**src/rtl/pld_cell_pkg.sv**
```systemverilog
package pld_cell_pkg;

  typedef enum logic [1:0] {
    STYLE_SIMPLE     = 2'd0,
    STYLE_COMPLEX    = 2'd1,
    STYLE_REGISTERED = 2'd2
  } cellStyle_e;

  typedef enum logic [1:0] {
    OE_NEVER  = 2'd0,
    OE_ALWAYS = 2'd1,
    OE_SHARED = 2'd2,
    OE_TERM   = 2'd3
  } oeSel_e;

  typedef enum logic [1:0] {
    FB_NONE = 2'd0,
    FB_REG  = 2'd1,
    FB_PIN  = 2'd2,
    FB_ADJ  = 2'd3
  } fbSel_e;

  // Strobes from the decode to the datapath
  typedef struct packed {
    logic   useRegister;  // pin comes from the register
    logic   splitTerm;    // term 0 reserved for enable
    logic   driveLevel;   // pin data is meaningful
    oeSel_e oeSel;
    fbSel_e fbSel;
  } cellCtrl_t;

endpackage

```
**src/rtl/pld_cell_ctrl.sv**
```systemverilog
module pld_cell_ctrl
  import pld_cell_pkg::*;
#(
  parameter bit IS_OUTER  = 1'b0,
  parameter bit IS_CENTER = 1'b0
) (
  input  logic      modeSync,
  input  logic      modeArch,
  input  logic      cellIoSel,
  output cellCtrl_t ctrl
);

  cellStyle_e style;
  fbSel_e     complexFb;
  fbSel_e     simpleFb;
  logic       simpleIsOutput;

  // Position-dependent routing chosen at elaboration
  generate
    if (IS_OUTER) begin : g_outer
      assign complexFb = FB_NONE;
    end else begin : g_inner
      assign complexFb = FB_PIN;
    end
    if (IS_CENTER) begin : g_center
      assign simpleFb       = FB_NONE;
      assign simpleIsOutput = 1'b1;
    end else begin : g_side
      assign simpleFb       = FB_ADJ;
      assign simpleIsOutput = ~cellIoSel;
    end
  endgenerate

  always_comb begin
    if (!modeArch)     style = STYLE_SIMPLE;
    else if (modeSync) style = STYLE_COMPLEX;
    else               style = STYLE_REGISTERED;
  end

  always_comb begin
    ctrl.useRegister = 1'b0;
    ctrl.splitTerm   = 1'b0;
    ctrl.driveLevel  = 1'b1;
    ctrl.oeSel       = OE_ALWAYS;
    ctrl.fbSel       = FB_NONE;
    unique case (style)
      STYLE_REGISTERED: begin
        if (!cellIoSel) begin
          ctrl.useRegister = 1'b1;
          ctrl.oeSel       = OE_SHARED;
          ctrl.fbSel       = FB_REG;
        end else begin
          ctrl.splitTerm = 1'b1;
          ctrl.oeSel     = OE_TERM;
          ctrl.fbSel     = FB_PIN;
        end
      end
      STYLE_COMPLEX: begin
        ctrl.splitTerm = 1'b1;
        ctrl.oeSel     = OE_TERM;
        ctrl.fbSel     = complexFb;
      end
      default: begin
        ctrl.fbSel      = simpleFb;
        ctrl.driveLevel = simpleIsOutput;
        ctrl.oeSel      = simpleIsOutput ? OE_ALWAYS : OE_NEVER;
      end
    endcase
  end

endmodule

```
**src/rtl/pld_cell_datapath.sv**
```systemverilog
module pld_cell_datapath
  import pld_cell_pkg::*;
#(
  parameter int NTERMS = 8
) (
  input  logic              clk,
  input  logic              rstN,
  input  logic [NTERMS-1:0] termIn,
  input  logic [NTERMS-1:0] termDisable,
  input  logic              cellPolarity,
  input  logic              oeBarIn,
  input  logic              pinIn,
  input  logic              adjPinIn,
  input  logic              preloadEn,
  input  logic              preloadVal,
  input  cellCtrl_t         ctrl,
  output logic              pinDrive,
  output logic              pinEnable,
  output logic              fbOut
);

  localparam int TAIL_LO = 1;

  logic [NTERMS-1:0] liveTerm;
  logic              sumAll;
  logic              sumTail;
  logic              oeTerm;
  logic              combSum;
  logic              combLevel;
  logic              captureBit;
  logic              regState;

  assign liveTerm  = termIn & ~termDisable;
  assign sumAll    = |liveTerm;
  assign sumTail   = |liveTerm[NTERMS-1:TAIL_LO];
  assign oeTerm    = liveTerm[0];
  assign combSum   = ctrl.splitTerm ? sumTail : sumAll;
  assign combLevel = cellPolarity ? combSum : ~combSum;

  // Register holds the complement of the pin level it will present
  assign captureBit = preloadEn ? preloadVal : ~(cellPolarity ? sumAll : ~sumAll);

  always_ff @(posedge clk or negedge rstN) begin
    if (!rstN) regState <= 1'b0;
    else       regState <= captureBit;
  end

  always_comb begin
    if (ctrl.useRegister)     pinDrive = ~regState;
    else if (ctrl.driveLevel) pinDrive = combLevel;
    else                      pinDrive = 1'b0;
  end

  always_comb begin
    unique case (ctrl.oeSel)
      OE_NEVER:  pinEnable = 1'b0;
      OE_ALWAYS: pinEnable = 1'b1;
      OE_SHARED: pinEnable = ~oeBarIn;
      default:   pinEnable = oeTerm;
    endcase
  end

  always_comb begin
    unique case (ctrl.fbSel)
      FB_REG:  fbOut = regState;
      FB_PIN:  fbOut = pinIn;
      FB_ADJ:  fbOut = adjPinIn;
      default: fbOut = 1'b0;
    endcase
  end

endmodule

```
**src/rtl/pld_out_cell.sv**
```systemverilog
module pld_out_cell
  import pld_cell_pkg::*;
#(
  parameter int NTERMS    = 8,
  parameter bit IS_OUTER  = 1'b0,
  parameter bit IS_CENTER = 1'b0
) (
  input  logic              clk,
  input  logic              rstN,
  input  logic [NTERMS-1:0] termIn,
  input  logic [NTERMS-1:0] termDisable,
  input  logic              modeSync,
  input  logic              modeArch,
  input  logic              cellPolarity,
  input  logic              cellIoSel,
  input  logic              oeBarIn,
  input  logic              pinIn,
  input  logic              adjPinIn,
  input  logic              preloadEn,
  input  logic              preloadVal,
  output logic              pinDrive,
  output logic              pinEnable,
  output logic              fbOut
);

  cellCtrl_t ctrl;

  pld_cell_ctrl #(
    .IS_OUTER (IS_OUTER),
    .IS_CENTER(IS_CENTER)
  ) u_ctrl (
    .modeSync (modeSync),
    .modeArch (modeArch),
    .cellIoSel(cellIoSel),
    .ctrl     (ctrl)
  );

  pld_cell_datapath #(
    .NTERMS(NTERMS)
  ) u_dp (
    .clk         (clk),
    .rstN        (rstN),
    .termIn      (termIn),
    .termDisable (termDisable),
    .cellPolarity(cellPolarity),
    .oeBarIn     (oeBarIn),
    .pinIn       (pinIn),
    .adjPinIn    (adjPinIn),
    .preloadEn   (preloadEn),
    .preloadVal  (preloadVal),
    .ctrl        (ctrl),
    .pinDrive    (pinDrive),
    .pinEnable   (pinEnable),
    .fbOut       (fbOut)
  );

endmodule

```
**config.mk**
```make
export PLATFORM = sky130hd
export DESIGN_NAME = pld_out_cell
export DESIGN_NICKNAME = d
export VERILOG_FILES = /design/src/rtl/pld_cell_pkg.sv /design/src/rtl/pld_cell_ctrl.sv /design/src/rtl/pld_cell_datapath.sv /design/src/rtl/pld_out_cell.sv
export SDC_FILE = /design/constraint.sdc
export NUM_CORES = 1
export LEC_CHECK = 0
export BUFFER_PORTS_ARGS = -buffer_cell sky130_fd_sc_hd__buf_2
export CAP_MARGIN = 20
export CORE_AREA = 2 2 39 41
export DETAILED_ROUTE_END_ITERATION = 8
export DIE_AREA = 0 0 41 43
export HOLD_SLACK_MARGIN = 0.03
export PLACE_DENSITY = 0.51
export RECOVER_POWER = 50
export SLEW_MARGIN = 5
export SYNTH_ARGS = -nofsm -noshare
export SYNTH_HDL_FRONTEND = slang
export SYNTH_SLANG_ARGS = --single-unit
```
**constraint.sdc**
```tcl
create_clock -name clk -period 1.1 [get_ports clk]
set_clock_uncertainty 0.05 [all_clocks]
set_input_delay 0.055 -clock clk [delete_from_list [all_inputs] [get_ports clk]]
set_output_delay 0.055 -clock clk [all_outputs]
set_load 0.1 [all_outputs]
```
Yosys cells after proc, flatten, opt, wreduce, memory -nomap -nowiden

Index checks and enable logic that the tools add are counted.

Equal/unequal tests: 7
Muxes and demuxes: 18
Bitwise operators: 8
Reduce and logical (&&, ||, !) cells: 4

Operators with widths:

| cell                 | count |
|---|---|
| $mux W1              | 11 |
| $and A8 B8 Y8        | 1 |
| $eq A2 B2 Y1 const B | 4 |
| $not A8 Y8           | 1 |
| $pmux W4 S2          | 1 |
| $reduce_or A8 Y1     | 1 |
| $reduce_or A7 Y1     | 1 |
| $eq A2 B1 Y1 const B | 3 |
| $not A1 Y1           | 6 |
| $pmux W1 S3          | 2 |
| $mux W2              | 2 |
| $mux W3              | 1 |
| $logic_not A2 Y1     | 1 |
| $pmux W1 S2          | 1 |
| $reduce_or A2 Y1     | 1 |

Register bits after elaboration: 1
Output and inout bits: 3
Logic and storage cells: 38

Logic depth before layout (Yosys ltp)

Depth after elaboration: 9
Gate-level depth with buffers: 5
Mapped depth without buffers: 5

Hierarchy

Synthesis repeated with hierarchy kept, for this count alone.

Cells, all modules: 39
Area total of the unflattened synthesis: 274.0 sq um

Modules (own cells, without submodules):

| module            | times used | cells each | area each (sq um) | seq. area each (sq um) |
|---|---|---|---|---|
| pld_cell_datapath | 1          | 32         | 232.7             | 25.0 |
| pld_cell_ctrl     | 1          | 7          | 41.3              | 0.0 |

Worst setup path before layout

OpenSTA, ideal clock, no wires.

Path type: input to output
Start: input port termDisable[0]
End: output port pinDrive
Data arrival time: 2.176 ns
Data required time: 0.995 ns
Path slack: -1.181 ns
Cell stages on the path: 5
Path buffers: 0
Cells stage by stage: nand2b_4 -> o31a_1 -> a311oi_1 -> a31oi_1 -> o2bb2ai_1

Cells in the longest elaborated chain, start to end: 8

Ends and longest elaborated chain:

| item               | line                    | source |
|---|---|---|
| start, declared    | pld_out_cell.sv:11      | `input logic [NTERMS-1:0] termDisable,` |
| $not A8 Y8 *       | pld_cell_datapath.sv:33 | `assign liveTerm = termIn & ~termDisable;` |
| $and A8 B8 Y8 *    | pld_cell_datapath.sv:33 |  |
| $reduce_or A8 Y1 * | pld_cell_datapath.sv:34 | `assign sumAll = \|liveTerm;` |
| $mux W1 *          | pld_cell_datapath.sv:37 | `assign combSum = ctrl.splitTerm ? sumTail : sumAll;` |
| $not A1 Y1         | pld_cell_datapath.sv:38 | `assign combLevel = cellPolarity ? combSum : ~combSum;` |
| $mux W1 *          | pld_cell_datapath.sv:38 |  |
| $mux W1 *          | pld_cell_datapath.sv:50 | `else if (ctrl.driveLevel) pinDrive = combLevel;` |
| $mux W1 *          | pld_cell_datapath.sv:49 | `if (ctrl.useRegister) pinDrive = ~regState;` |
| end, declared      | pld_out_cell.sv:21      | `output logic pinDrive,` |

Every way passes the cells marked *; elsewhere a longest branch is shown, timed or not.

Final worst setup path

Start: input port termIn[3]
End: output port pinDrive

Cells in the longest elaborated chain, start to end: 7
Elaborated cells on any way between the ends: 8

Ends and longest elaborated chain:

| item                                                 | line                                             | source |
|---|---|---|
| start, declared                                      | pld_out_cell.sv:10                               | `input logic [NTERMS-1:0] termIn,` |
| $and A8 B8 Y8 *                                      | pld_cell_datapath.sv:33                          |  |
| $reduce_or A8 Y1 or $reduce_or A7 Y1 (tied branches) | pld_cell_datapath.sv:34, pld_cell_datapath.sv:35 |  |
| $mux W1 *                                            | pld_cell_datapath.sv:37                          |  |
| $not A1 Y1                                           | pld_cell_datapath.sv:38                          |  |
| $mux W1 *                                            | pld_cell_datapath.sv:38                          |  |
| $mux W1 *                                            | pld_cell_datapath.sv:50                          |  |
| $mux W1 *                                            | pld_cell_datapath.sv:49                          |  |

Marked as above.

==> results.ini <==
[die]
die_w_um = 41
io_pins = 30
rows = 14
die_area_sq_um = 1760
core_sq_um = 1380
start_util_pct = 17.6
die_h_um = 43

[drt]
wl_per_cell_um = 9.26
routed_via_density = 4.41
drtAntennaViolNets = 0
drtIter0Drc = 2
dr.pass1.iters = 4
vias = 384
drt-total-wl_um = 806
drc = 0

[pwr]
power.total_uw = 359
vdd_drop_max_mv = 0.256
powerDensity_nw_per_um2 = 611
leakage_uw = 0.000285

[synth]
syn_inst = 33
ys_warn_count = 0
syn_nets = 60
yosysTopAreaCell = a2111oi_4
syn_area_per_cell_sq_um = 7.39
yosysTopAreaCellShare_pct = 11.3
synth_xor_area_share_pct = 3.59
synth-seq-cells = 1
synthSimpleGateAreaFrac_pct = 28.7
ys_seq_area_share_pct = 10.3
synth_compound_area_share_pct = 45.6
netlist_area_sq_um = 244
synth_top_family_by_area = compound AO/OA/AOI/OAI gates
synth_fa_ha_area_share_pct = 0
synth.area.top_cells = a2111oi_4 (11%), dfrtp_1 (10%), nor2b_1 (10%)
synthDistinctLibCells = 22
synth.mux.area_fraction_pct = 4.10

[sta]
holdWs_ns = 0.202
setup-violations-final = 3
finalCritPeriodShare_pct = 128
setup_tns_ns = -0.467
min_period_ns = 1.41
report.final.slew_viol_count = 0
slew-limit-headroom_pct = 75.8
fmax_ghz = 0.711
grt_setup_unrepaired = true
worst_pin_slew_ns = 0.363
hold_violations = 0
layout_setup_ws_ns = -0.307

[final_layout]
largest_reg_flops = 1
drive_gt1_share_pct = 67.6
nets = 100
top_register = u_dp.regState
n_antenna_cell = 0
nFillCells = 149
final_core_utilization_pct = 42.5
area_growth_pct = 141
reg_top3 = u_dp.regState (1)

[grt]
grt_pass1_vias = 370
grtUsageTotal_pct = 11.0
grt_antenna_before_repair = 0
grt_max_degree = 7
grt_pass1_wl_mm = 1.45
grt_overflow = 0

[placed_design]
place_congestion = 0.719
place.detailed.hpwl_um = 706
pre_cts_ws_ns = -0.485
port_buffers = 29

[setup_path]
critPathCaptureType = output port
criticalPathCategory = in2out
required_ns = 1.00
cp.arrival_ns = 1.30
start_kind = input pin
cp_max_fo = 4

[hold_path]
hold_path_end = u_dp.regState
hold_path_class = in2reg
min_path_cells = 2
worstHoldStart = preloadEn

[run]
maxCapViolations = 0

[outcome]
outcome = finished, violations left
violations = negative setup slack

[clock_network]
cts_setup_buffers = 0
cts.clk_slew.worst_paths_ns = 0

-- per-stage QoR --
step | cell area [sq um] | std cells
after floorplan | 279 | 33
after global placement | 534 | 86
after detailed placement | 534 | 86
after CTS | 588 | 87
after global routing | 588 | 87
final | 588 | 87
-- worst max-delay path by stage --
stage               endpoint           start  slack, ns
floorplan           pinDrive  termDisable[0]      -0.30
global placement    pinDrive       termIn[4]      -0.46
detailed placement  pinDrive       termIn[4]      -0.48
CTS                 pinDrive       termIn[3]      -0.31
global route        pinDrive       termIn[3]      -0.35
finish              pinDrive       termIn[3]      -0.31
-- cells in the final DEF (no fill, tap or decap), drive strengths merged, types with 2 or more instances in the layout --
cell / synthesis / layout
buf: 0 / 37
inv: 5 / 5
nor2b: 4 / 4
o21ai: 3 / 3
nor2: 3 / 3
nand3: 2 / 2
nand2b: 2 / 2
a31oi: 2 / 2
-- per-layer routing --
layer	share of wire, %	wire length, um	track usage, %	vias to the layer above
li1	-	-	-	199
met1	37	299	14.1	171
met2	54	436	20.3	14
met3	8.7	70	0.524	0
met4	0	0	0	0
met5	0	0	0	-
-- worst max-delay path: stages --
cell and delay (ns):
buf_6 0.09, nor2b_4 0.12, a2111oi_4 0.40, a311oi_2 0.16, a31oi_2 0.22, o2bb2ai_4 0.08
buf_12 0.17
-- cells in the mapped netlist --
cell       n
inv_1      4
o21a_1     1
a22oi_1    1
inv_2      1
a31oi_1    2
nor2_1     3
mux2i_1    1
o21ai_0    2
a311oi_1   1
a21oi_1    1
nand2b_4   1
a222oi_1   1
nand3_1    2
o31a_1     1
dfrtp_1    1
nor2b_1    4
nand2_1    1
a2111oi_4  1
nand2b_1   1
o2bb2ai_1  1
o21ai_1    1
xnor2_1    1
-- cell families (layout without fill, tap and decap cells) --
logic type | count (synthesis) | in the layout
xor gates and xnor gates | 1 | 1
buffers and inverters | 5 | 43
and+or+nand+nor | 12 | 12
AOI/OAI and AO/OA | 13 | 13
DFF | 1 | 1
muxes | 1 | 1
-- power breakdown --
group | leakage, uW | switching (uW) | internal, uW
sequential | 0.0000120 | 2.30 | 41.1
combinational | 0.000273 | 166 | 150
clock | 0 | 0 | 0
-- cell type report --
class                      count  area (sq um)  share of cell area [%]
multi-input combinational     27           258                    43.8
tap                           16          20.0                    3.40
timing repair buffer          38           267                    45.3
sequential                     1          25.0                    4.26
inverter                       5          18.8                    3.19
-- repair_timing --
action / in CTS / in global routing
hold buffers: 1 / 0
setup endpoints to repair: 4 / 3
resized for setup: 10 / 0
cloned: 0 / 0
endpoints found under the hold margin: 1 / 0
pin swaps: 6 / 1
Power figures use the tool's default switching activity.
